`config.mk`:
```
export PLATFORM = sky130hd
export DESIGN_NAME = isr_pair_top
export DESIGN_NICKNAME = d
export VERILOG_FILES = /design/src/rtl/isr_pkg.sv /design/src/rtl/isr_slice.sv /design/src/rtl/isr_pair_top.sv
export SDC_FILE = /design/constraint.sdc
export NUM_CORES = 1
export LEC_CHECK = 0
export BUFFER_PORTS_ARGS = -buffer_cell sky130_fd_sc_hd__buf_4
export CORE_MARGIN = 4
export CORE_UTILIZATION = 50
export DETAILED_ROUTE_END_ITERATION = 7
export GPL_TIMING_DRIVEN = 0
export PLACE_DENSITY = 0.8
export SLEW_MARGIN = 10
export SYNTH_ARGS = -nofsm -noshare
export SYNTH_HDL_FRONTEND = slang
export SYNTH_SLANG_ARGS = --single-unit
```
`constraint.sdc`:
```
create_clock -name clk -period 1.49 [get_ports clk]
set_input_delay 0.298 -clock clk [delete_from_list [all_inputs] [get_ports clk]]
set_output_delay 0.298 -clock clk [all_outputs]
set_load 0.1 [all_outputs]
```
`src/rtl/isr_pkg.sv`:
```
package isr_pkg;

  typedef enum logic {
    MERGE_COND   = 1'b0,
    MERGE_TOGGLE = 1'b1
  } merge_e;

  // New content of one holding bit while the registers are frozen.
  function automatic logic park_bit(merge_e kind, logic held, logic ev);
    if (kind == MERGE_TOGGLE) return held ^ ev;
    return held | ev;
  endfunction

  // Whether one held bit moves into the visible register on unfreeze.
  function automatic logic xfer_bit(merge_e kind, logic held, logic read_zero);
    if (kind == MERGE_TOGGLE) return held;
    return held & read_zero;
  endfunction

endpackage

```
`src/rtl/isr_slice.sv`:
```
module isr_slice #(
  parameter int unsigned W = 8,
  parameter logic [W-1:0] TOG = '0
) (
  input  logic         clk,
  input  logic         rst,
  input  logic         blocked,
  input  logic [W-1:0] evt,
  input  logic         rd,
  output logic [W-1:0] stat,
  output logic [W-1:0] stat_nx
);

  logic [W-1:0] stat_q;
  logic [W-1:0] hold_q;
  logic [W-1:0] rz_q;
  logic [W-1:0] hold_nx;
  logic [W-1:0] park_w;
  logic [W-1:0] xfer_w;

  for (genvar i = 0; i < W; i++) begin : g_bit
    localparam isr_pkg::merge_e KIND = TOG[i] ? isr_pkg::MERGE_TOGGLE : isr_pkg::MERGE_COND;
    assign park_w[i] = isr_pkg::park_bit(KIND, hold_q[i], evt[i]);
    assign xfer_w[i] = isr_pkg::xfer_bit(KIND, hold_q[i], rz_q[i]);
  end

  always_comb begin
    stat_nx = rd ? '0 : stat_q;
    if (!blocked) stat_nx = stat_nx | evt | xfer_w;
    hold_nx = blocked ? park_w : '0;
  end

  always_ff @(posedge clk) begin
    if (rst) begin
      stat_q <= '0;
      hold_q <= '0;
      rz_q   <= '1;
    end else begin
      stat_q <= stat_nx;
      hold_q <= hold_nx;
      if (rd) rz_q <= ~stat_q;
    end
  end

  assign stat = stat_q;


  freeze_hold_chk: assert property (@(posedge clk) disable iff (rst)
    (blocked && !rd) |=> $stable(stat_q));


  blocked_clear_chk: assert property (@(posedge clk) disable iff (rst)
    (blocked && rd) |=> (stat_q == '0));


  hold_empty_chk: assert property (@(posedge clk) disable iff (rst)
    !blocked |=> (hold_q == '0));


  xfer_land_chk: assert property (@(posedge clk) disable iff (rst)
    !blocked |=> ((stat_q & $past(xfer_w)) == $past(xfer_w)));

endmodule

```
`src/rtl/isr_pair_top.sv`:
```
module isr_pair_top #(
  parameter int unsigned W_A      = 8,
  parameter int unsigned W_B      = 8,
  parameter int unsigned ADDR_BIT = 0
) (
  input  logic           clk,
  input  logic           rst,
  input  logic [W_A-1:0] evt_a,
  input  logic [W_A-1:0] en_a,
  input  logic           rd_a,
  output logic [W_A-1:0] rdata_a,
  input  logic [W_B-1:0] evt_b,
  input  logic [W_B-1:0] en_b,
  input  logic           rd_b,
  output logic [W_B-1:0] rdata_b,
  output logic           irq
);

  localparam logic [W_A-1:0] TOG_A = '0;
  localparam logic [W_B-1:0] TOG_B = ~(W_B'(1) << ADDR_BIT);

  logic           irq_q;
  logic [W_A-1:0] nx_a;
  logic [W_B-1:0] nx_b;
  logic           pend_nx;

  isr_slice #(.W(W_A), .TOG(TOG_A)) u_reg_a (
    .clk(clk), .rst(rst), .blocked(irq_q), .evt(evt_a), .rd(rd_a),
    .stat(rdata_a), .stat_nx(nx_a)
  );

  isr_slice #(.W(W_B), .TOG(TOG_B)) u_reg_b (
    .clk(clk), .rst(rst), .blocked(irq_q), .evt(evt_b), .rd(rd_b),
    .stat(rdata_b), .stat_nx(nx_b)
  );

  assign pend_nx = (|(nx_a & en_a)) | (|(nx_b & en_b));

  always_ff @(posedge clk) begin
    if (rst) irq_q <= 1'b0;
    else     irq_q <= pend_nx;
  end

  assign irq = irq_q;


  irq_match_chk: assert property (@(posedge clk) disable iff (rst)
    ($stable(en_a) && $stable(en_b)) |->
      (irq_q == ((|(rdata_a & en_a)) | (|(rdata_b & en_b)))));

endmodule

```
* Word level (Yosys, flattened, before mapping) *
Index checks and enable logic that the tools add are counted.

cells by class
  add/subtract/negate cells = 0
  multipliers = 0
  divide/modulo/power cells = 0
  order comparisons = 0
  eq/ne operators = 0
  shift operators = 0
  multiplexer cells = 4
  bitwise operators = 35
  reduce and logical (&&, ||, !) cells = 3

operators by type and width
  operator            number
  8-bit 2-to-1 mux    4
  8-bit OR            4
  8-bit bitwise AND   2
  8-bit OR reduction  2
  1-bit OR            10
  1-bit bitwise AND   9
  8-bit NOT           1
  1-bit bitwise XOR   7
  1-bit NOT           2
  2-bit OR reduction  1

word-level totals
  register bits = 42
  latch bits = 0
  memory bits (writable) = 0
  bits in read-only memories = 0
  input bits = 36
  output and inout bits = 17
  memories = 0

* Depth between registers and ports, before layout *
Gate-level depths: netlist of the first run.

  depth after elaboration = 7
  mapped depth = 5
  depth with buffers taken out = 4

* By module *
From an unflattened synthesis of the first run, not the netlist that was laid out.

unflattened totals
  cells, all modules = 194
  area, all modules = 1929.4 um^2

by module, submodules not included
  module                times used  cells an instance  area each (um^2)
  isr_slice at u_reg_a  1           111                1143.6
  isr_slice at u_reg_b  1           72                 679.4
  isr_pair_top          1           11                 106.4

* Worst setup path after synthesis of the first run *
No wires, ideal clock.

  path type = register to register
  from = register irq_q (netlist: irq)
  to = register irq_q (netlist: irq)
  library setup time = 0.143 ns
  arrival = 1.867 ns
  data required time = 1.347 ns
  slack = -0.520 ns
  cell stages (with the launch flop) = 6
  buffers on the path = 2
  clock period less this slack = 2.010 ns
  path through = dfxtp_1 buf_6 buf_6 o2bb2ai_1 a2111oi_2 a41oi_1

between the ends
  word-level cells in the longest chain between the ends = 4

ends and longest elaborated chain
  what                      RTL line            RTL
  start: declaration        isr_pair_top.sv:22  logic irq_q;
  start signal: assignment  isr_pair_top.sv:41  else irq_q <= pend_nx;
  8-bit 2-to-1 mux          isr_slice.sv:29     if (!blocked) stat_nx = stat_nx | evt | xfer_w;
  8-bit bitwise AND         isr_pair_top.sv:37  assign pend_nx = (|(nx_a & en_a)) | (|(nx_b & en_b));
  8-bit OR reduction        isr_pair_top.sv:37
  1-bit OR (*)              isr_pair_top.sv:37

Mark *: on every way between the ends. The rest lies on a longest branch, timed or not.
A chain may end at the register's enable or synchronous reset.

* Final worst setup path of the first run *
Same ends and word-level chain as after synthesis.

==> results of run 1 <==
## per-stage QoR
stage | area (µm²) | std cells | utilization [%]
global route | 2290 | 301 | 72.7
detailed placement | 2170 | 292 | 68.9
finish | 2290 | 301 | 72.7
floorplan | 1740 | 197 | -
CTS | 2270 | 300 | 72.1
global placement | 2170 | 292 | 68.9
## where the power goes
part | leakage (µW) | internal [µW] | switching, µW
sequential | 0.000352 | 1200 | 47.2
combinational | 0.000559 | 230 | 433
clock | 0.0000536 | 458 | 376
## cells by family after synthesis
family | after synthesis | share of synthesized area (%)
buf+inv | 18 | 5.12
simple gates | 79 | 22.1
compound gates | 51 | 20.0
xor+xnor | 7 | 3.58
flops | 42 | 49.1
## worst max-delay path: stages, from the launching register on
cell and delay, ns:
dfxtp_4 0.38, buf_6 0.13, o21bai_4 0.13, a21boi_1 0.10
a2111oi_2 0.41, a41oi_1 0.16
## cell type report
cell class / instances / area, µm²
Buffer: 9 / 53.8
Clock buffer: 6 / 62.6
Clock inverter: 2 / 38.8
Fill cell: 282 / 860
Inverter: 9 / 33.8
Multi-Input combinational cell: 137 / 795
Sequential cell: 42 / 865
Tap cell: 44 / 55.1
Timing Repair Buffer: 52 / 390
## Yosys cell counts
cell type,n
o21ai_0,13
a21oi_1,11
buf_6,2
a21boi_0,1
a2bb2oi_1,2
a31oi_1,10
clkbuf_1,5
nand2b_1,21
nor2_1,40
buf_4,1
o21bai_1,2
xnor2_1,7
nand3b_1,5
buf_2,1
inv_2,1
nand2_1,9
a41oi_1,2
or2b_1,1
a21boi_1,1
inv_1,8
o22a_1,1
o2bb2ai_1,3
a2111oi_2,3
dfxtp_1,42
a22oi_1,2
nor2b_1,3
## final timing paths
check / start / endpoint / slack, ns
worst max-delay path: irq / irq / 0.06
worst min-delay path: evt_a[6] / u_reg_a.hold_q[6] / 0.16
worst max register to register: irq / irq / 0.06
worst min register to register: u_reg_a.hold_q[4] / u_reg_a.hold_q[4] / 0.47
## what timing repair did
action,4_1_cts,5_1_grt
gates resized for setup,0,1
hold buffers,0,0
buffers inserted,0,1
endpoints found under the setup margin,0,1
## metal layers
metal	vias up	wire length [µm]
met4	0	50
met5	-	0
li1	783	-
met2	54	2020
met1	723	1740
met3	5	238
## flip-flops by register name, indices dropped and copies added (netlist names)
signal / flops
u_reg_a.stat: 8
u_reg_a.hold_q: 8
u_reg_b.hold_q: 8
u_reg_b.stat: 8
u_reg_b.rz_q: 1
irq: 1
u_reg_a.rz_q: 8
==> out/results.tsv, run 1 <==
stage	metric	value	unit
setup_path	cp.arrival	1.66	ns
floorplanning	start_util	54.3	%
cells_and_area	mostFrequentLayoutCells	buf_4, nor2_1, dfxtp_1, nand2b_1, dfxtp_2	
clock_network	cts_tree	done	
place	globalplace.congestion	0.787	
clock_network	htreeDepth	2	
job	max-cap-violations	0	
global_route	use_met3	4.22	%
floorplanning	die_w	66.5	µm
logic_synthesis	ys_seq_area_share	49.1	%
route	post_drt_wl_per_cell	13.4	µm
sta	skew	0.0154	ns
cells_and_area	drive_above_1_share	33.5	%
route	drt_iter0_drc	56	
hold_path	whs_path_depth	3	
logic_synthesis	synth_area	0.00171	mm²
setup_path	crit_fanout	10	
route	avgViaCountPerCell	5.20	
logic_synthesis	synthCells	197	
route	drc_errors	0	
route	drt_wl_total	4.05	mm
floorplanning	die_h	66.5	µm
floorplanning	row_count	20	
clock_network	cts_root_buffer	clkbuf_4	
global_route	grt_pass1_vias	1476	
setup_path	worstSetupPathType	flop to flop	
clock_network	clk_latency	0.35	ns
sta	hold_viol_final	0	
global_route	grtUsageTotal	19.3	%
place	dp_hpwl	3.02	mm
clock_network	cts.reportedPaths.clkPinSlew	0.13	ns
route	first_pass_iters	4	
cells_and_area	syn_to_final_growth	34.0	%
sta	setup_viol	0	
route	vias	1565	
power_and_ir_drop	power.leakage	0.000964	µW
setup_path	end_kind	flop	
sta	fin_crit_sh	96.2	%
clock_network	clockBufferDepth	2	
sta	slew_violations	0	
setup_path	worst_setup_path_start_kind	flop	
clock_network	cts_buffers	5	
logic_synthesis	synth_top_area_share	49.1	%
cells_and_area	nets	292	
sta	min_period	1.43	ns
power_and_ir_drop	power.density	1200	mW/mm²
setup_path	required	1.72	ns
setup_path	r2r_cells	5	
cells_and_area	n_antenna_cell	0	
global_route	gr-total-overflow	0	
global_route	grt_max_degree	15	
place	port_buffers	51	
sta	fmax	0.698	GHz
sta	tightest_slew	0.519	ns
floorplanning	fp.coreArea	0.00315	mm²
clock_network	clkSinkCount	42	
logic_synthesis	avgSynthCellArea	8.69	µm²
sta	worst_slack	0.0566	ns
floorplanning	io_pins	53	
logic_synthesis	synth_top_cell_by_area	dfxtp_1	
global_route	met2_usage	33.5	%
cells_and_area	layout_commonest_cell	buf_4	
logic_synthesis	syn-num-nets	233	
route	ant_nets	0	
logic_synthesis	synth_cell_types	26	
place	place_ws	-0.111	ns
logic_synthesis	ys_seq_elements	42	
power_and_ir_drop	ir_drop	802	µV
logic_synthesis	yosys-top-cells-area	dfxtp_1, nor2_1, nand2b_1, o21ai_0, a31oi_1	
global_route	met1_usage	23.1	%
sta	holdWs	0.156	ns
floorplanning	die-area	0.00442	mm²
outcome	status	finished clean	
global_route	grt_busiest_layer	met2	
sta	maxSlewHeadroom	65.4	%
sta	setup_tns	0	ns
logic_synthesis	ys_warn_count	0	
global_route	antenna_found_initial	0	
global_route	grt_pass1_wl	6.42	mm
power_and_ir_drop	p_total	2740	µW
hold_path	worstHoldPathType	input port to flop	
No activity file was read; power rests on OpenSTA's default activity.
==> inputs of run 2 (changes only) <==
--- a/config.mk
+++ b/config.mk
@@ -6,11 +6,13 @@
 export NUM_CORES = 1
 export LEC_CHECK = 0
 export BUFFER_PORTS_ARGS = -buffer_cell sky130_fd_sc_hd__buf_4
+export CORE_ASPECT_RATIO = 1.2
 export CORE_MARGIN = 4
 export CORE_UTILIZATION = 50
 export DETAILED_ROUTE_END_ITERATION = 7
 export GPL_TIMING_DRIVEN = 0
 export PLACE_DENSITY = 0.8
+export SETUP_SLACK_MARGIN = 0.15
 export SLEW_MARGIN = 10
 export SYNTH_ARGS = -nofsm -noshare
 export SYNTH_HDL_FRONTEND = slang
==> constraint.sdc (replaced) <==
create_clock -name clk -period 1.6 [get_ports clk]
set_input_delay 0.32 -clock clk [delete_from_list [all_inputs] [get_ports clk]]
set_output_delay 0.32 -clock clk [all_outputs]
set_load 0.1 [all_outputs]
==> out/results.tsv, run 2 (same netlist as run 1, synthesis figures left out) <==
stage	metric	value	unit	change
floorplanning	fp.coreArea	0.00331	mm²	+5.0%
route	drt_wl_total	4.11	mm	+1.5%
power_and_ir_drop	p_int	1770	µW	-6.2%
cells_and_area	mostFrequentLayoutCells	buf_4, nor2_1, dfxtp_1, nand2b_1, dfxtp_2		
route	vias	1555		-0.64%
sta	tightest_slew	0.523	ns	+0.00407 ns
sta	min_period	1.41	ns	-0.0197 ns
floorplanning	io_pins	53		unchanged
sta	slew_violations	0		unchanged
sta	setup_tns	0	ns	unchanged
global_route	antenna_found_initial	0		unchanged
global_route	grtUsageTotal	20.4	%	+1.1 points
route	drc_errors	0		unchanged
sta	skew	0.00551	ns	-0.00993 ns
power_and_ir_drop	power.density	1120	mW/mm²	-6.5%
cells_and_area	nets	292		unchanged
route	post_drt_wl_per_cell	14.0	µm	+4.3%
sta	fin_crit_sh	88.4	%	-7.8 points
outcome	status	finished clean		
clock_network	cts_tree	done		
setup_path	end_kind	flop		
sta	fmax	0.707	GHz	+1.4%
clock_network	clkSinkCount	42		unchanged
route	avgViaCountPerCell	5.31		+2.1%
setup_path	worstSetupPathType	flop to flop		
sta	holdWs	0.240	ns	+0.0847 ns
power_and_ir_drop	power.leakage	0.000970	µW	+0.53%
cells_and_area	n_antenna_cell	0		unchanged
global_route	gr-total-overflow	0		unchanged
cells_and_area	drive_above_1_share	33.2	%	-0.26 points
floorplanning	die_w	61.4	µm	-7.7%
power_and_ir_drop	clock_power_share	30.7	%	+0.3 points
clock_network	htreeDepth	2		unchanged
sta	rsz0062_at_grt	true		
setup_path	required	1.76	ns	+0.04 ns
power_and_ir_drop	ir_drop	809	µV	+0.89%
place	port_buffers	51		unchanged
clock_network	clockBufferDepth	2		unchanged
global_route	grt_pass1_vias	1598		+8.3%
setup_path	max_stage_delay	0.40	ns	about the same
setup_path	cp_top_family	compound AO/OA/AOI/OAI gates		
power_and_ir_drop	p_switching	803	µW	-6.3%
place	globalplace.congestion	0.770		-2.2%
global_route	grt_max_degree	13		-2
floorplanning	row_count	23		+15%
clock_network	cts.reportedPaths.clkPinSlew	0.07	ns	-0.06 ns
setup_path	slowest_stage	a2111oi_2		
route	ant_nets	0		unchanged
sta	setup_viol	0		unchanged
clock_network	clk_latency	0.29	ns	-0.06 ns
setup_path	path_buf_inv	1		unchanged
clock_network	cts_root_buffer	clkbuf_8		
setup_path	cp.arrival	1.57	ns	-0.09 ns
job	max-cap-violations	0		unchanged
route	drt_iter0_drc	54		-3.6%
cells_and_area	syn_to_final_growth	34.4	%	
place	dp_hpwl	3.02	mm	about the same
power_and_ir_drop	swShare	31.2	%	about the same
clock_network	cts_buffers	5		unchanged
setup_path	worst_setup_path_start_kind	flop		
setup_path	crit_fanout	10		unchanged
global_route	grt_pass1_wl	6.72	mm	+4.7%
cells_and_area	layout_commonest_cell	buf_4		
power_and_ir_drop	pwr-share-comb	24.1	%	about the same
sta	maxSlewHeadroom	65.1	%	-0.27 points
setup_path	worstPathCellList	buf_8 -> nand3b_1 -> a31oi_1 -> a2111oi_2 -> a41oi_1		
sta	hold_viol_final	0		unchanged
route	first_pass_iters	4		unchanged
hold_path	worstHoldPathType	input port to flop		
floorplanning	start_util	51.7	%	-2.6 points
power_and_ir_drop	pwr-share-seq	45.2	%	-0.3 points
floorplanning	die_h	72.1	µm	+8.4%
floorplanning	die-area	0.00443	mm²	about the same
[run 2: cell count changes in the layout (fill, tap and decap cells not counted), sizes merged]
cell	previous run	this run
clkinv	1	0
bufinv	1	0
clkbuf	11	12
[run 2: area by class of cell]
type | count | area (µm²)
Clock buffer | 7 | 108
Sequential cell | 42 | 865
Fill cell | 267 | 1010
Multi-Input combinational cell | 137 | 800
Buffer | 9 | 57.6
Tap cell | 37 | 46.3
Inverter | 9 | 33.8
Timing Repair Buffer | 52 | 390
[run 2: routing by layer]
metal  share of wire (%)  up-vias  GRT usage [%]
li1                    -      783              -
met1                  41      713           23.1
met2                  48       52           35.4
met3                 8.1        7           4.98
met4                 2.1        0           8.73
met5                   0        -              0
[run 2: final timing paths]
path	start	endpoint	slack [ns]	cells after the start
min reg2reg	u_reg_a.hold_q[7]	u_reg_a.hold_q[7]	0.47	2
max reg2reg	irq	irq	0.19	5
min	evt_a[7]	u_reg_a.hold_q[7]	0.24	3
max	irq	irq	0.19	5
[run 2: worst min-delay path, delay by kind of cell]
family / cells / cell delay (ns)
buffers and inverters: 1 / 0.08
and+or+nand+nor: 2 / 0.09
[run 2: power groups by stage]
stage                     Combinational, µW  Sequential (µW)  Clock [µW]
after floorplan                         197             1420           0
after global placement                  602             1190           0
after detailed placement                607             1190           0
after CTS                               617             1160         804
after global routing                    663             1170         843
final                                   620             1160         790
[run 2: stage by stage]
step | worst slack, ns | cell area (µm²) | power [µW] | utilization, % | std cells
3_5_place_dp | 0.0296 | 2160 | 1790 | 65.4 | 285
3_3_place_gp | 0.0313 | 2160 | 1790 | 65.4 | 285
4_1_cts | 0.167 | 2280 | 2580 | 69.0 | 293
6_report | 0.186 | 2300 | 2570 | 69.5 | 293
2_1_floorplan | 0.115 | 1740 | 1610 | - | 197
5_1_grt | 0.101 | 2300 | 2680 | 69.5 | 293
[run 2: timing repair]
action                     CTS  global route
pin swaps                    3             4
setup endpoints to repair    1             1
buffers inserted             1             0
hold buffers                 0             0
gates resized for setup      2             2
==> inputs of run 3 (changes only) <==
--- a/config.mk
+++ b/config.mk
@@ -12,6 +12,7 @@
 export DETAILED_ROUTE_END_ITERATION = 7
 export GPL_TIMING_DRIVEN = 0
 export PLACE_DENSITY = 0.8
+export RECOVER_POWER = 50
 export SETUP_SLACK_MARGIN = 0.15
 export SLEW_MARGIN = 10
 export SYNTH_ARGS = -nofsm -noshare
==> out/results.tsv, run 3 (same netlist as run 1, synthesis figures left out) <==
stage	metric	value	unit	change
floorplanning	die_h	72.1	µm	unchanged
setup_path	worstSetupPathType	flop to flop		
global_route	grt_pass1_vias	1598		unchanged
power_and_ir_drop	swShare	31.2	%	+0.037 points
setup_path	r2r_slack	0.18	ns	about the same
clock_network	cts_root_buffer	clkbuf_8		
setup_path	max_stage_delay	0.40	ns	about the same
sta	rsz0062_at_grt	true		
global_route	grt_max_degree	13		unchanged
hold_path	worstHoldPathType	input port to flop		
route	vias	1547		-0.51%
power_and_ir_drop	pwr-share-comb	24.1	%	about the same
floorplanning	die-area	0.00443	mm²	unchanged
setup_path	timing.rr.end	irq		
clock_network	cts_buffers	5		unchanged
cells_and_area	drive_above_1_share	32.8	%	-0.39 points
sta	min_period	1.42	ns	+0.00824 ns
floorplanning	start_util	51.7	%	unchanged
hold_path	min_from	evt_a[7]		
global_route	gr-total-overflow	0		unchanged
sta	tightest_slew	0.523	ns	-0.0000575 ns
setup_path	worst_setup_path_start_kind	flop		
floorplanning	io_pins	53		unchanged
clock_network	clockBufferDepth	2		unchanged
setup_path	slowest_stage	a2111oi_2		
job	max-cap-violations	0		unchanged
clock_network	clk_latency	0.29	ns	about the same
sta	skew	0.00569	ns	+0.000182 ns
cells_and_area	fin_cells	293		unchanged
power_and_ir_drop	power.leakage	0.000966	µW	-0.37%
sta	holdWs	0.240	ns	-0.000165 ns
setup_path	crit_fanout	10		unchanged
global_route	grtUsageTotal	20.4	%	unchanged
hold_path	whs_endpoint	u_reg_a.hold_q[7]		
sta	hold_viol_final	0		unchanged
sta	setup_viol	0		unchanged
clock_network	cts.reportedPaths.clkPinSlew	0.07	ns	about the same
setup_path	cp.arrival	1.58	ns	about the same
cells_and_area	nets	292		unchanged
route	first_pass_iters	4		unchanged
cells_and_area	fill_cells	267		unchanged
power_and_ir_drop	ir_drop	809	µV	about the same
cells_and_area	n_antenna_cell	0		unchanged
setup_path	cp_top_family	compound AO/OA/AOI/OAI gates		
power_and_ir_drop	p_int	1770	µW	about the same
sta	fmax	0.703	GHz	-0.58%
hold_path	whs_path_depth	3		unchanged
clock_network	clkSinkCount	42		unchanged
power_and_ir_drop	p_switching	804	µW	+0.11%
cells_and_area	layout_commonest_cell	buf_4		
floorplanning	row_count	23		unchanged
outcome	status	finished clean		
global_route	antenna_found_initial	0		unchanged
route	drt_iter0_drc	54		unchanged
clock_network	htreeDepth	2		unchanged
route	drc_errors	0		unchanged
floorplanning	die_w	61.4	µm	unchanged
place	globalplace.congestion	0.770		unchanged
setup_path	path_buf_inv	1		unchanged
sta	fin_crit_sh	88.9	%	+0.52 points
setup_path	worstPathCellList	buf_8 -> nand3b_1 -> a31oi_1 -> a2111oi_2 -> a41oi_1		
global_route	grt_pass1_wl	6.72	mm	unchanged
place	dpl.cell_count	285		unchanged
power_and_ir_drop	pwr-share-seq	45.2	%	about the same
setup_path	end_kind	flop		
setup_path	r2r_start	irq		
place	dp_hpwl	3.02	mm	unchanged
clock_network	cts_tree	done		
setup_path	r2r_cells	5		unchanged
sta	setup_tns	0	ns	unchanged
sta	maxSlewHeadroom	65.1	%	about the same
route	ant_nets	0		unchanged
cells_and_area	mostFrequentLayoutCells	buf_4, nor2_1, dfxtp_1, nand2b_1, dfxtp_2		
route	post_drt_wl_per_cell	14.1	µm	+0.27%
setup_path	required	1.76	ns	about the same
sta	worst_slack	0.178	ns	-0.00824 ns
place	place_ws	0.0296	ns	unchanged
route	avgViaCountPerCell	5.28		-0.51%
cells_and_area	syn_to_final_growth	34.1	%	
floorplanning	fp.coreArea	0.00331	mm²	unchanged
power_and_ir_drop	power.density	1120	mW/mm²	+0.16%
place	port_buffers	51		unchanged
route	drt_wl_total	4.12	mm	+0.27%
power_and_ir_drop	clock_power_share	30.7	%	about the same
sta	slew_violations	0		unchanged
[run 3: changes by cell type in the layout (fill, tap and decap cells not counted), sizes merged]
| cell | change |
|---|---|
| buf | -1 |
| clkbuf | +1 |
[run 3: power by group through the flow]
stage / logic [µW] / registers [µW] / clock network (µW)
global route: 662 / 1170 / 843
CTS: 617 / 1160 / 804
global placement: 602 / 1190 / 0
detailed placement: 607 / 1190 / 0
finish: 619 / 1160 / 791
floorplan: 197 / 1420 / 0
[run 3: worst max path at each step]
stage	startpoint	to	slack, ns	depth (start not counted)
CTS	irq	irq	0.17	5
global route	irq	irq	0.10	5
floorplan	irq	irq	0.12	5
finish	irq	irq	0.18	5
detailed placement	rst	u_reg_a.hold_q[1]	0.03	5
global placement	rst	u_reg_a.hold_q[7]	0.03	5
[run 3: what timing repair did]
item,CTS,global route
setup endpoints to repair,1,1
setup buffers,1,0
resized for setup,2,2
pin swaps,3,4
hold buffers,0,0
[run 3: layout make-up]
class,count,area [µm²],area share [%]
flip-flops and latches,42,865,37.7
multi-input cells,137,800,34.8
inverters,9,33.8,1.47
plain buffers,9,57.6,2.51
clock buffers,7,108,4.69
well taps,37,46.3,2.02
repair buffers,52,387,16.8
[run 3: per-stage QoR]
stage	area (µm²)	power [µW]	utilization, %
final	2300	2570	69.4
after detailed placement	2160	1790	65.4
after global routing	2300	2680	69.4
after CTS	2280	2580	69.0
after floorplan	1740	1610	-
after global placement	2160	1790	65.4
[run 3: metal layers]
metal  wire length (µm)  track usage, %  vias to the layer above
met2               2000            35.4                       48
met4                 76            8.73                        0
met5                  0               0                        -
li1                   -               -                      783
met3                324            4.98                        7
met1               1720            23.1                      709
[run 3: worst register-to-register path, cell delays in order, from the launching register on]
cell and delay, ns:
dfxtp_4 0.36, buf_8 0.13, nand3b_1 0.14, a31oi_1 0.10, a2111oi_2 0.40, a41oi_1 0.16
